### src/rtl/pattern_frame_pkg.sv
package pattern_frame_pkg;

  // Position lies in the high plateaus: not the first slot, not the low gap.
  function automatic logic level_is_high(input int unsigned pos,
                                         input int unsigned gap_first,
                                         input int unsigned gap_last);
    return (pos != 0) && ((pos < gap_first) || (pos > gap_last));
  endfunction

  function automatic logic is_first_slot(input int unsigned pos);
    return pos == 0;
  endfunction

  function automatic logic is_last_slot(input int unsigned pos,
                                        input int unsigned frame_len);
    return pos == frame_len - 1;
  endfunction

endpackage

### src/rtl/frame_position_counter.sv
module frame_position_counter #(
  parameter int FRAME_LEN = 64,
  localparam int CNT_W = $clog2(FRAME_LEN)
) (
  input  logic             clk,
  input  logic             rst,
  input  logic             step,
  output logic [CNT_W-1:0] pos_o,
  output logic             wrap_o
);
  localparam logic [CNT_W-1:0] LAST_POS = CNT_W'(FRAME_LEN - 1);

  logic [CNT_W-1:0] pos_q;

  assign wrap_o = step && (pos_q == LAST_POS);

  always_ff @(posedge clk) begin
    if (rst)         pos_q <= '0;
    else if (wrap_o) pos_q <= '0;
    else if (step)   pos_q <= pos_q + 1'b1;
  end

  assign pos_o = pos_q;
endmodule

### src/rtl/frame_slot_decoder.sv
module frame_slot_decoder
  import pattern_frame_pkg::*;
#(
  parameter int FRAME_LEN = 64,
  parameter int DATA_W    = 8,
  parameter int GAP_FIRST = 24,
  parameter int GAP_LAST  = 40,
  localparam int CNT_W = $clog2(FRAME_LEN)
) (
  input  logic              clk,
  input  logic              rst,
  input  logic              en,
  input  logic [CNT_W-1:0]  pos,
  output logic              start_o,
  output logic [DATA_W-1:0] data_o,
  output logic              done_o
);
  logic first_w, last_w, high_w;

  assign first_w = is_first_slot(int'(pos));
  assign last_w  = is_last_slot(int'(pos), FRAME_LEN);
  assign high_w  = level_is_high(int'(pos), GAP_FIRST, GAP_LAST);

  always_ff @(posedge clk) begin
    if (rst || !en) begin
      start_o <= 1'b0;
      done_o  <= 1'b0;
      data_o  <= '0;
    end else begin
      start_o <= first_w;
      done_o  <= last_w;
      data_o  <= high_w ? '1 : '0;
    end
  end
endmodule

### src/rtl/pattern_frame_gen.sv
module pattern_frame_gen #(
  parameter int FRAME_LEN = 64,
  parameter int DATA_W    = 8,
  parameter int GAP_FIRST = 24,
  parameter int GAP_LAST  = 40
) (
  input  logic              clk,
  input  logic              rst,
  input  logic              en,
  output logic              start_o,
  output logic [DATA_W-1:0] data_o,
  output logic              done_o
);
  localparam int CNT_W = $clog2(FRAME_LEN);

  logic             step_w;
  logic             wrap_w;
  logic [CNT_W-1:0] pos_w;

  assign step_w = en && !rst;

  frame_position_counter #(.FRAME_LEN(FRAME_LEN)) i_counter (
    .clk   (clk),
    .rst   (rst),
    .step  (step_w),
    .pos_o (pos_w),
    .wrap_o(wrap_w)
  );

  frame_slot_decoder #(
    .FRAME_LEN(FRAME_LEN),
    .DATA_W   (DATA_W),
    .GAP_FIRST(GAP_FIRST),
    .GAP_LAST (GAP_LAST)
  ) i_decoder (
    .clk    (clk),
    .rst    (rst),
    .en     (en),
    .pos    (pos_w),
    .start_o(start_o),
    .data_o (data_o),
    .done_o (done_o)
  );
endmodule

### config.mk
export PLATFORM = sky130hd
export DESIGN_NAME = pattern_frame_gen
export DESIGN_NICKNAME = d
export VERILOG_FILES = /design/src/rtl/pattern_frame_pkg.sv /design/src/rtl/frame_position_counter.sv /design/src/rtl/frame_slot_decoder.sv /design/src/rtl/pattern_frame_gen.sv
export SDC_FILE = /design/constraint.sdc
export NUM_CORES = 1
export LEC_CHECK = 0
export ABC_AREA = 1
export ABC_CLOCK_PERIOD_IN_PS = 1200
export BUFFER_PORTS_ARGS = -buffer_cell sky130_fd_sc_hd__buf_4
export CORE_ASPECT_RATIO = 0.9
export CORE_MARGIN = 3
export CORE_UTILIZATION = 25
export DETAILED_ROUTE_END_ITERATION = 10
export REMOVE_ABC_BUFFERS = 1
export SYNTH_ARGS = -nofsm -noshare
export SYNTH_HDL_FRONTEND = slang
export SYNTH_SLANG_ARGS = --single-unit
### constraint.sdc
create_clock -name clk -period 1.2 [get_ports clk]
set_input_delay 0.06 -clock clk [delete_from_list [all_inputs] [get_ports clk]]
set_output_delay 0.06 -clock clk [all_outputs]
set_load 0.005 [all_outputs]
==> results of run 1 <==
cells by family (layout without fill, tap and decap cells):
family | count (synthesis) | count (layout) | synth area share, %
compound gates | 7 | 7 | 6.95
simple gates | 35 | 35 | 34.5
buf+inv | 17 | 26 | 17.9
flops | 9 | 9 | 35.7
fa+ha+maj | 2 | 2 | 4.96
synthesized netlist by cell type (all sizes together):
cell type | n | area share (%)
nand3 | 5 | 6.9
nand2 | 17 | 14
buf | 7 | 10
dfxtp | 9 | 36
a21oi | 4 | 4.0
o21ai | 3 | 3.0
nor3 | 2 | 2.0
inv | 10 | 7.4
nand3b | 1 | 1.5
nor2 | 10 | 9.9
ha | 2 | 5.0
area by class of cell:
class	instances	area (um^2)	area share (%)
multi-input cells	44	234	39.0
repair buffers	12	90.1	15.0
well taps	24	30.0	5.01
clock buffers	3	22.5	3.76
inverters	10	37.5	6.26
clock inverters	1	5.00	0.835
flip-flops and latches	9	180	30.1
sequential cells by signal, summed over array words and instances (netlist names):
name / cells
i_decoder.data_o: 1
i_decoder.done_o: 1
i_counter.pos_o: 6
i_decoder.start_o: 1
tightest hold or removal path, cell delays in order:
cell                      delay (ns)
sky130_fd_sc_hd__buf_4          0.08
sky130_fd_sc_hd__inv_2          0.05
sky130_fd_sc_hd__o21ai_1        0.07
sky130_fd_sc_hd__nor2_1         0.05
power breakdown:
group	internal, W	switching (W)	total [W]
clock network	0.000123	0.000111	0.000234
registers	0.000306	0.00000713	0.000313
logic	0.0000305	0.0000314	0.0000620
total	0.000460	0.000149	0.000609
worst max-delay path by stage:
stage | slack [ns] | cells after the start | startpoint | endpoint
5_1_grt | 0.01 | 6 | i_counter.pos_o[1]$_SDFFE_PP0P_ | i_counter.pos_o[3]$_SDFFE_PP0P_
3_3_place_gp | 0.12 | 6 | i_counter.pos_o[0]$_SDFFE_PP0P_ | i_counter.pos_o[3]$_SDFFE_PP0P_
2_1_floorplan | 0.18 | 6 | i_counter.pos_o[1]$_SDFFE_PP0P_ | i_counter.pos_o[3]$_SDFFE_PP0P_
4_1_cts | 0.07 | 6 | i_counter.pos_o[1]$_SDFFE_PP0P_ | i_counter.pos_o[3]$_SDFFE_PP0P_
6_report | 0.07 | 6 | i_counter.pos_o[1]$_SDFFE_PP0P_ | i_counter.pos_o[3]$_SDFFE_PP0P_
3_5_place_dp | 0.08 | 6 | i_counter.pos_o[1]$_SDFFE_PP0P_ | i_counter.pos_o[3]$_SDFFE_PP0P_
layout by cell type, fill, tap and decap left out, drive strengths merged:
cell | Yosys | routed
nand3 | 5 | 5
buf | 7 | 12
inv | 10 | 10
clkinv | 0 | 1
dfxtp | 9 | 9
nor3 | 2 | 2
clkbuf | 0 | 3
nand2 | 17 | 17
a21oi | 4 | 4
nor2 | 10 | 10
ha | 2 | 2
nand3b | 1 | 1
o21ai | 3 | 3
per-layer routing:
| layer | track usage (%) | share of wire (%) |
|---|---|---|
| met4 | 1.28 | 0 |
| met3 | 6.44 | 14 |
| met2 | 10.2 | 41 |
| met5 | 0 | 0 |
| met1 | 10.3 | 45 |
per-stage QoR:
step	setup WS (ns)	util, %	std cells
floorplan	0.178	-	63
global placement	0.122	32.0	99
detailed placement	0.0789	32.0	99
CTS	0.0732	33.5	103
global route	0.0138	33.5	103
finish	0.0688	33.5	103
==> flow_summary.json, run 1 <==
{
  "run_status": "completed",
  "die_area_mm2": 0.00259,
  "postLayoutCellArea_um2": 599,
  "fin_total_pwr_w": 0.000609,
  "post-cts-setup-buffer-count": 0,
  "cts_hold_buf": 0,
  "reg2reg_setup_slack_ns": 0.07,
  "grt_setup_unrepaired": "no",
  "design.portCount": 13,
  "grt_overflow_total": 0,
  "die_h_um": 48.6,
  "setup-violations-final": 0,
  "timing.final.crit_period_ns": 1.13,
  "path_cells": "ha_1, inv_1, nor2_1, nand3b_1, nand2_2, a21oi_1",
  "antenna_cells_inserted": 0,
  "syn-instance-count": 70,
  "level_count_of_the_clock_h_tree": 1,
  "drt_first_iter_violations": 6,
  "yosys_warnings": 0,
  "critical_path.max_stage_delay_ns": 0.39,
  "grt.total_usage_pct": 7.92,
  "r2r_cells": 6,
  "area_added_between_synthesis_and_finish_pct": 18.9,
  "path_buf_inv": 1,
  "min_period_over_period_pct": 94.3,
  "placement_rows": 14,
  "first_global_vias": 351,
  "globalplace.congestion": 0.776,
  "core_footprint_mm2": 0.00179,
  "hp-class": "input pin to flop",
  "route.vias.total": 437,
  "r2r-end": "i_counter.pos_o[3]$_SDFFE_PP0P_",
  "initial_core_util_pct": 28.2,
  "cp.required_ns": 1.36,
  "post_route_cells_drive_above_1_share_pct": 34.2,
  "final.fill_count": 193,
  "critical_path_class": "flop to flop",
  "worstSetupEndpointType": "flop",
  "min_delay_worst_endpoint": "i_counter.pos_o[4]$_SDFFE_PP0P_",
  "remaining_drc_errors": 0,
  "setup-tns-final_ns": 0,
  "cts_root_buf": "sky130_fd_sc_hd__clkbuf_4",
  "final_antenna_net_count": 0,
  "cts.clk_slew.worst_paths_ns": 0.07,
  "route.detailed.vias_per_inst": 4.24,
  "syn_avg_cell_area_um2": 7.20,
  "post_synth_instance_area_um2": 504,
  "die_w_um": 53.3,
  "totalWireLength_um": 889,
  "hold_path_startpoint": "rst",
  "fmax_mhz": 884,
  "max_cap_viol_count": 0,
  "yosys.cell_types.count": 17,
  "buffer_ports.inserted": 12,
  "worst-endpoint-arrival_ns": 1.29,
  "family_of_cells_with_the_greatest_summed_delay_on_the_critical_path": "flip-flops",
  "hold_path_depth": 4,
  "p_leak_nw": 0.260,
  "clkLatencyLatePin_ns": 0.27,
  "hold_viol_final": 0,
  "dpl_cell_area_um2": 572,
  "clock-skew-final_ns": 0.00908,
  "timing.hold.ws_ns": 0.0864,
  "timing_worst_slew_pin_value_ns": 0.217,
  "ir_drop_worst_case_vdd_v": 0.000707,
  "cts_max_path_buffers": 2,
  "cts-resized-gates": 0,
  "grt_start_max_net_pins": 9,
  "drt-pass1-iter-count": 4,
  "worst_relative_slew_slack_pct": 85.5,
  "cts_made_buffers": 3,
  "crit_path_start_kind": "flop",
  "crit-reg2reg-launch": "i_counter.pos_o[1]$_SDFFE_PP0P_",
  "worst_path_max_delay_cell": "sky130_fd_sc_hd__dfxtp_1",
  "dp_hpwl_um": 722,
  "crit_fanout": 5,
  "postSynthRegisterBits": 9,
  "tritoncts_clock_tree": "done",
  "final-max-slew-violation-count": 0,
  "cts_sinks": 9,
  "powerDensity_mw_per_mm2": 1020,
  "wl_per_cell_um": 8.63,
  "grt_antenna_before_repair": 0,
  "nNetsFinal": 85,
  "synth.yosys.seq_area_share_pct": 35.7,
  "grt_pass1_wl_um": 1500
}
(Power assumes the default switching activity.)
==> inputs of run 2 (changes only) <==
ABC_AREA = default   (was 1)
CORE_AREA = 3 3 40 42   (was default)
CORE_ASPECT_RATIO = default   (was 0.9)
CORE_MARGIN = default   (was 3)
CORE_UTILIZATION = default   (was 25)
DIE_AREA = 0 0 43 45   (was default)
GPL_TIMING_DRIVEN = 0   (was default)
==> run 2 against run 1 <==
  * Worst hold slack got worse by 0.066 ns
  * Design area shrank 3.8%
  * Largest cell class unchanged
  * Critical path depth is 3 lower
==> flow_summary.json, run 2 <==
{
  "nNetsFinal": 69,
  "final.fill_count": 126,
  "powerDensity_mw_per_mm2": 1120,
  "cts.clk_slew.worst_paths_ns": 0.06,
  "post-place-ws_ns": -0.0802,
  "timing.hold.ws_ns": 0.0201,
  "fin_total_pwr_w": 0.000648,
  "placement_rows": 13,
  "post_route_cells_drive_above_1_share_pct": 36.5,
  "ir_drop_worst_case_vdd_v": 0.000680,
  "setup-violations-final": 0,
  "yosys.cell_types.count": 26,
  "grt_setup_unrepaired": "no",
  "cts_root_buf": "sky130_fd_sc_hd__clkbuf_4",
  "syn-instance-count": 57,
  "hold_viol_final": 0,
  "buffer_ports.inserted": 12,
  "drt-pass1-iter-count": 4,
  "largest_register_ffs": 6,
  "worst-endpoint-arrival_ns": 1.29,
  "asyncSetResetFlopFracSynth_pct": 0,
  "timing.final.crit_period_ns": 1.10,
  "syn_avg_cell_area_um2": 8.63,
  "timing_worst_slew_pin_value_ns": 0.223,
  "final_antenna_net_count": 0,
  "synth_top_area_share_pct": 36.6,
  "synth-main-ff-cell": "sky130_fd_sc_hd__dfxtp_1",
  "cts_made_buffers": 3,
  "design.portCount": 13,
  "worstSetupEndpointType": "flop",
  "clock-skew-final_ns": 0.000738,
  "finalWorstSetupSlack_ns": 0.0989,
  "grt_start_max_net_pins": 11,
  "grt.total_usage_pct": 11.2,
  "synth_top_area_cells": "sky130_fd_sc_hd__dfxtp_1 37%, sky130_fd_sc_hd__buf_4 12%, sky130_fd_sc_hd__ha_1 5.1%, sky130_fd_sc_hd__nand3_1 4.1%, sky130_fd_sc_hd__nand2b_1 3.8%",
  "post_synth_most_frequent_cells": "9 x sky130_fd_sc_hd__dfxtp_1, 8 x sky130_fd_sc_hd__buf_4, 4 x sky130_fd_sc_hd__nand2_1, 4 x sky130_fd_sc_hd__nand3_1",
  "postSynthRegisterBits": 9,
  "drt_first_iter_violations": 5,
  "critical_path_class": "flop to flop",
  "run_status": "completed",
  "first_global_vias": 356,
  "cts_sinks": 9,
  "max_cap_viol_count": 0,
  "use_met3_pct": 5.98,
  "final_common_cell": "sky130_fd_sc_hd__buf_4",
  "level_count_of_the_clock_h_tree": 1,
  "final_cell_mix": "12 x sky130_fd_sc_hd__buf_4, 5 x sky130_fd_sc_hd__dfxtp_1, 4 x sky130_fd_sc_hd__nand2_1",
  "grtUsageMet1_pct": 13.9,
  "antenna_cells_inserted": 0,
  "synth.largest_area_cell": "sky130_fd_sc_hd__dfxtp_1",
  "cp.required_ns": 1.39,
  "r2r-end": "i_counter.pos_o[5]$_SDFFE_PP0P_",
  "die_area_mm2": 0.00194,
  "crit_path_start_kind": "flop",
  "synth_most_common_cell": "sky130_fd_sc_hd__dfxtp_1",
  "crit-reg2reg-launch": "i_counter.pos_o[1]$_SDFFE_PP0P_",
  "post_synth_instance_area_um2": 492,
  "route.vias.total": 403,
  "yosys_warnings": 0,
  "globalplace.congestion": 0.761,
  "setup-tns-final_ns": 0,
  "global_route_met2_utilization_pct": 16.8,
  "p_leak_nw": 0.213,
  "cts_hold_buf": 0,
  "grt_overflow_total": 0,
  "grt_antenna_before_repair": 0,
  "initial_core_util_pct": 38.3,
  "route.detailed.vias_per_inst": 5.17,
  "final-max-slew-violation-count": 0,
  "hold_path_startpoint": "rst",
  "reg2reg_setup_slack_ns": 0.1,
  "die_h_um": 45,
  "area_added_between_synthesis_and_finish_pct": 17.3,
  "cts_max_path_buffers": 2,
  "totalWireLength_um": 910,
  "r2r_cells": 3,
  "most_congested_layer_reported_by_global_routing": "met2",
  "synth_edf_count": 0,
  "core_footprint_mm2": 0.00128,
  "hold_path_depth": 2,
  "tritoncts_clock_tree": "done",
  "fmax_mhz": 908,
  "min_delay_worst_endpoint": "i_counter.pos_o[1]$_SDFFE_PP0P_",
  "hp-class": "input pin to flop",
  "dp_hpwl_um": 654,
  "worst_relative_slew_slack_pct": 85.1,
  "wl_per_cell_um": 11.7,
  "die_w_um": 43,
  "crit_fanout": 6,
  "synth.yosys.seq_area_share_pct": 36.6,
  "grt_pass1_wl_um": 1570,
  "clkLatencyLatePin_ns": 0.26,
  "remaining_drc_errors": 0,
  "min_period_over_period_pct": 91.8
}
[run 2: cell count changes after synthesis, sizes merged, moves of 2 or more]
cell / previous run / this run
nand2b: 0 / 3
buf: 7 / 9
a21oi: 4 / 1
nor2: 10 / 3
nand2: 17 / 4
inv: 10 / 3
nor3b: 0 / 2
[run 2: power breakdown]
part | leakage (nW) | switching (W) | internal, W
clock | 0.0150 | 0.0000994 | 0.000128
sequential | 0.0754 | 0.0000229 | 0.000312
combinational | 0.123 | 0.0000359 | 0.0000494
[run 2: how the worst max path moves through the flow]
stage	cells after the start	endpoint	start	slack, ns
6_report	3	i_counter.pos_o[5]$_SDFFE_PP0P_	i_counter.pos_o[1]$_SDFFE_PP0P_	0.1
5_1_grt	3	i_counter.pos_o[5]$_SDFFE_PP0P_	i_counter.pos_o[1]$_SDFFE_PP0P_	0.01
4_1_cts	4	i_counter.pos_o[1]$_SDFFE_PP0P_	i_counter.pos_o[1]$_SDFFE_PP0P_	0.003
3_5_place_dp	4	i_counter.pos_o[3]$_SDFFE_PP0P_	i_counter.pos_o[1]$_SDFFE_PP0P_	-0.08
3_3_place_gp	4	i_counter.pos_o[3]$_SDFFE_PP0P_	i_counter.pos_o[1]$_SDFFE_PP0P_	-0.09
2_1_floorplan	4	i_counter.pos_o[3]$_SDFFE_PP0P_	i_counter.pos_o[1]$_SDFFE_PP0P_	0.09
[run 2: critical path, stage by stage, from the launching register on]
cell and delay, ns:
sky130_fd_sc_hd__dfxtp_2 0.40, sky130_fd_sc_hd__nand3_2 0.13, sky130_fd_sc_hd__or3_1 0.35, sky130_fd_sc_hd__a31oi_1 0.15
[run 2: metrics by stage]
stage	util [%]	instance area [um^2]	cells
6_report	44.9	577	78
5_1_grt	44.9	577	78
4_1_cts	43.2	556	78
3_5_place_dp	40.9	526	74
3_3_place_gp	40.9	526	74
2_1_floorplan	-	417	47
[run 2: area by class of cell]
type	instances	area (um^2)	area share (%)
Multi-Input combinational cell	35	243	42.1
Sequential cell	9	188	32.5
Timing Repair Buffer	12	90.1	15.6
Clock buffer	4	26.3	4.56
Tap cell	15	18.8	3.25
Inverter	3	11.3	1.95
[run 2: routing by layer]
metal,vias to the layer above,wire length [um]
li1,205,-
met1,178,411
met2,18,396
met3,2,88
met4,0,13
met5,-,0
[run 2: cells by family (layout without fill, tap and decap cells)]
| group | Yosys count | count (layout) | share of synthesized area [%] |
|---|---|---|---|
| compound gates | 10 | 10 | 14.3 |
| xor+xnor | 2 | 2 | 3.56 |
| flops | 9 | 9 | 36.6 |
| simple gates | 21 | 21 | 22.9 |
| fa+ha+maj | 2 | 2 | 5.09 |
| buf+inv | 13 | 19 | 17.6 |
[run 2: repair_timing]
action	in CTS	in global routing
buffers inserted	0	0
gates resized for setup	4	5
setup endpoints to repair	4	4
hold endpoints to repair	0	0
gates cloned	0	0
==> inputs of run 3 (changes only) <==
ABC_CLOCK_PERIOD_IN_PS = 1100   (was 1200)
clock period = 1.1 ns   (was 1.2 ns; I/O delays follow)
==> run 3 against run 2 <==
  * Power is 13% higher
  * Sequential power up 10%
  * Critical path type unchanged
  * Clock skew rose by 0.00074 ns
  * Critical endpoint is now i_decoder.data_o[6]$_SDFF_PN0_
  * Core utilization rose by 4.8 points
  * Wire length is 17% higher
  * Setup slack lost 0.094 ns
  * Register-to-register slack lost 0.09 ns
  * Global-route usage increased by 0.17 points
==> flow_summary.json, run 3 (synthesized netlist as in run 2, its figures left out) <==
{
  "run_status": "completed",
  "hold_path_startpoint": "rst",
  "critical_path_class": "flop to flop",
  "final_cell_mix": "14 x sky130_fd_sc_hd__buf_4, 5 x sky130_fd_sc_hd__dfxtp_1, 4 x sky130_fd_sc_hd__nand2_1",
  "nNetsFinal": 71,
  "hp-class": "input pin to flop",
  "crit_path_start_kind": "flop",
  "dp_hpwl_um": 654,
  "fmax_mhz": 913,
  "ff_latch_area_um2": 193,
  "worst_relative_slew_slack_pct": 78.6,
  "route.vias.total": 438,
  "final_common_cell": "sky130_fd_sc_hd__buf_4",
  "cp.required_ns": 1.26,
  "r2r_cells": 4,
  "reg2reg_setup_slack_ns": 0.005,
  "grt_pass1_wl_um": 1590,
  "worst-endpoint-arrival_ns": 1.25,
  "first_global_vias": 352,
  "wl_per_cell_um": 13.3,
  "path_buf_inv": 1,
  "cts_made_buffers": 3,
  "timing_worst_slew_pin_value_ns": 0.321,
  "family_of_cells_with_the_greatest_summed_delay_on_the_critical_path": "compound AO/OA/AOI/OAI gates",
  "cts.clk_slew.worst_paths_ns": 0.06,
  "crit-reg2reg-launch": "i_counter.pos_o[2]$_SDFFE_PP0P_",
  "post-place-ws_ns": -0.180,
  "timing.hold.ws_ns": 0.00543,
  "grt_start_max_net_pins": 11,
  "totalWireLength_um": 1060,
  "final.fill_count": 128,
  "cts_sinks": 9,
  "area_added_between_synthesis_and_finish_pct": 29.8,
  "placement_rows": 13,
  "postLayoutCellArea_um2": 638,
  "core_footprint_mm2": 0.00128,
  "level_count_of_the_clock_h_tree": 1,
  "cts_root_buf": "sky130_fd_sc_hd__clkbuf_4",
  "initial_core_util_pct": 38.3,
  "crit_fanout": 4,
  "p_leak_nw": 0.233,
  "drt_first_iter_violations": 8,
  "cts_max_path_buffers": 2,
  "timing.final.crit_period_ns": 1.10,
  "die_area_mm2": 0.00194,
  "finalWorstSetupSlack_ns": 0.00473,
  "min_delay_worst_endpoint": "i_counter.pos_o[1]$_SDFFE_PP0P_",
  "die_w_um": 43,
  "route.detailed.vias_per_inst": 5.48,
  "min_period_over_period_pct": 99.6,
  "drt-pass1-iter-count": 4,
  "ir_drop_worst_case_vdd_v": 0.000747,
  "buffer_ports.inserted": 12,
  "path_cells": "buf_4, o31a_2, o22ai_2, nor3b_2",
  "largest_register_ffs": 6,
  "grt_setup_unrepaired": "yes",
  "final-max-slew-violation-count": 0,
  "grt.total_usage_pct": 11.4,
  "remaining_drc_errors": 0,
  "final_antenna_net_count": 0,
  "worst_path_max_delay_cell": "sky130_fd_sc_hd__dfxtp_4",
  "critical_path.max_stage_delay_ns": 0.36,
  "grt_overflow_total": 0,
  "globalplace.congestion": 0.761,
  "hold_path_depth": 2,
  "die_h_um": 45,
  "max_cap_viol_count": 0,
  "worstSetupEndpointType": "flop",
  "grt_antenna_before_repair": 0,
  "hold_viol_final": 0,
  "antenna_cells_inserted": 0,
  "clkLatencyLatePin_ns": 0.26,
  "clock-skew-final_ns": 0.00148,
  "design.portCount": 13,
  "setup-violations-final": 0,
  "cp-startpoint": "i_counter.pos_o[2]$_SDFFE_PP0P_",
  "dpl_cell_area_um2": 526,
  "tritoncts_clock_tree": "done",
  "powerDensity_mw_per_mm2": 1140,
  "multiInputGateArea_um2": 284,
  "r2r-end": "i_decoder.data_o[6]$_SDFF_PN0_",
  "post_route_cells_drive_above_1_share_pct": 46.2
}
## run 3: changes by cell type in the layout (fill, tap and decap cells not counted), moves of 2 or more
cell and change:
sky130_fd_sc_hd__buf_4 +2, sky130_fd_sc_hd__dfxtp_2 -2, sky130_fd_sc_hd__dfxtp_4 +2, sky130_fd_sc_hd__nand3_2 -2, sky130_fd_sc_hd__nand3_4 +2
## run 3: layout make-up
cell class,count,share of cell area (%)
clock buffer,4,4.12
sequential,9,30.2
tap,15,2.94
timing repair buffer,14,16.5
multi-input combinational,35,44.5
inverter,3,1.76
## run 3: what timing repair did
item | in CTS | in global routing
endpoints found under the setup margin | 6 | 5
setup buffers | 0 | 2
pin swaps | 0 | 5
hold buffers | 0 | 0
gates cloned | 0 | 0
resized for setup | 8 | 11
## run 3: stage by stage
stage               setup TNS, ns  instances  utilization [%]  total power (W)
finish                          0         80             49.7         0.000730
global route              -0.0620         80             49.7         0.000773
CTS                             0         78             44.8         0.000717
detailed placement         -0.612         74             40.9         0.000464
global placement           -0.573         74             40.9         0.000461
floorplan                 -0.0109         47                -         0.000407
## run 3: how the worst max path moves through the flow
stage | to | slack, ns | depth (start not counted)
finish | i_decoder.data_o[6]$_SDFF_PN0_ | 0.005 | 4
CTS | i_counter.pos_o[5]$_SDFFE_PP0P_ | 0.003 | 3
global placement | i_counter.pos_o[3]$_SDFFE_PP0P_ | -0.19 | 4
floorplan | i_counter.pos_o[3]$_SDFFE_PP0P_ | -0.006 | 4
global route | i_counter.pos_o[1]$_SDFFE_PP0P_ | -0.03 | 4
detailed placement | i_counter.pos_o[3]$_SDFFE_PP0P_ | -0.18 | 4
## run 3: power breakdown
| group | internal (W) | leakage (nW) | switching, W | total (W) |
|---|---|---|---|---|
| Clock | 0.000140 | 0.0150 | 0.000117 | 0.000257 |
| Combinational | 0.0000603 | 0.142 | 0.0000443 | 0.000105 |
| Sequential | 0.000339 | 0.0760 | 0.0000300 | 0.000369 |
## run 3: layer usage
metal	GRT usage (%)	routed length, um	vias to the layer above	part of all wire, %
li1	-	-	212	-
met1	14.4	409	200	39
met2	16.8	532	24	50
met3	5.98	111	2	10
met4	3.61	10	0	0.94
met5	0	0	-	0
## run 3: worst register-to-register path, stage by stage, from the launching register on
cell and delay, ns:
sky130_fd_sc_hd__dfxtp_4 0.36, sky130_fd_sc_hd__buf_4 0.15, sky130_fd_sc_hd__o31a_2 0.30, sky130_fd_sc_hd__o22ai_2 0.12, sky130_fd_sc_hd__nor3b_2 0.06
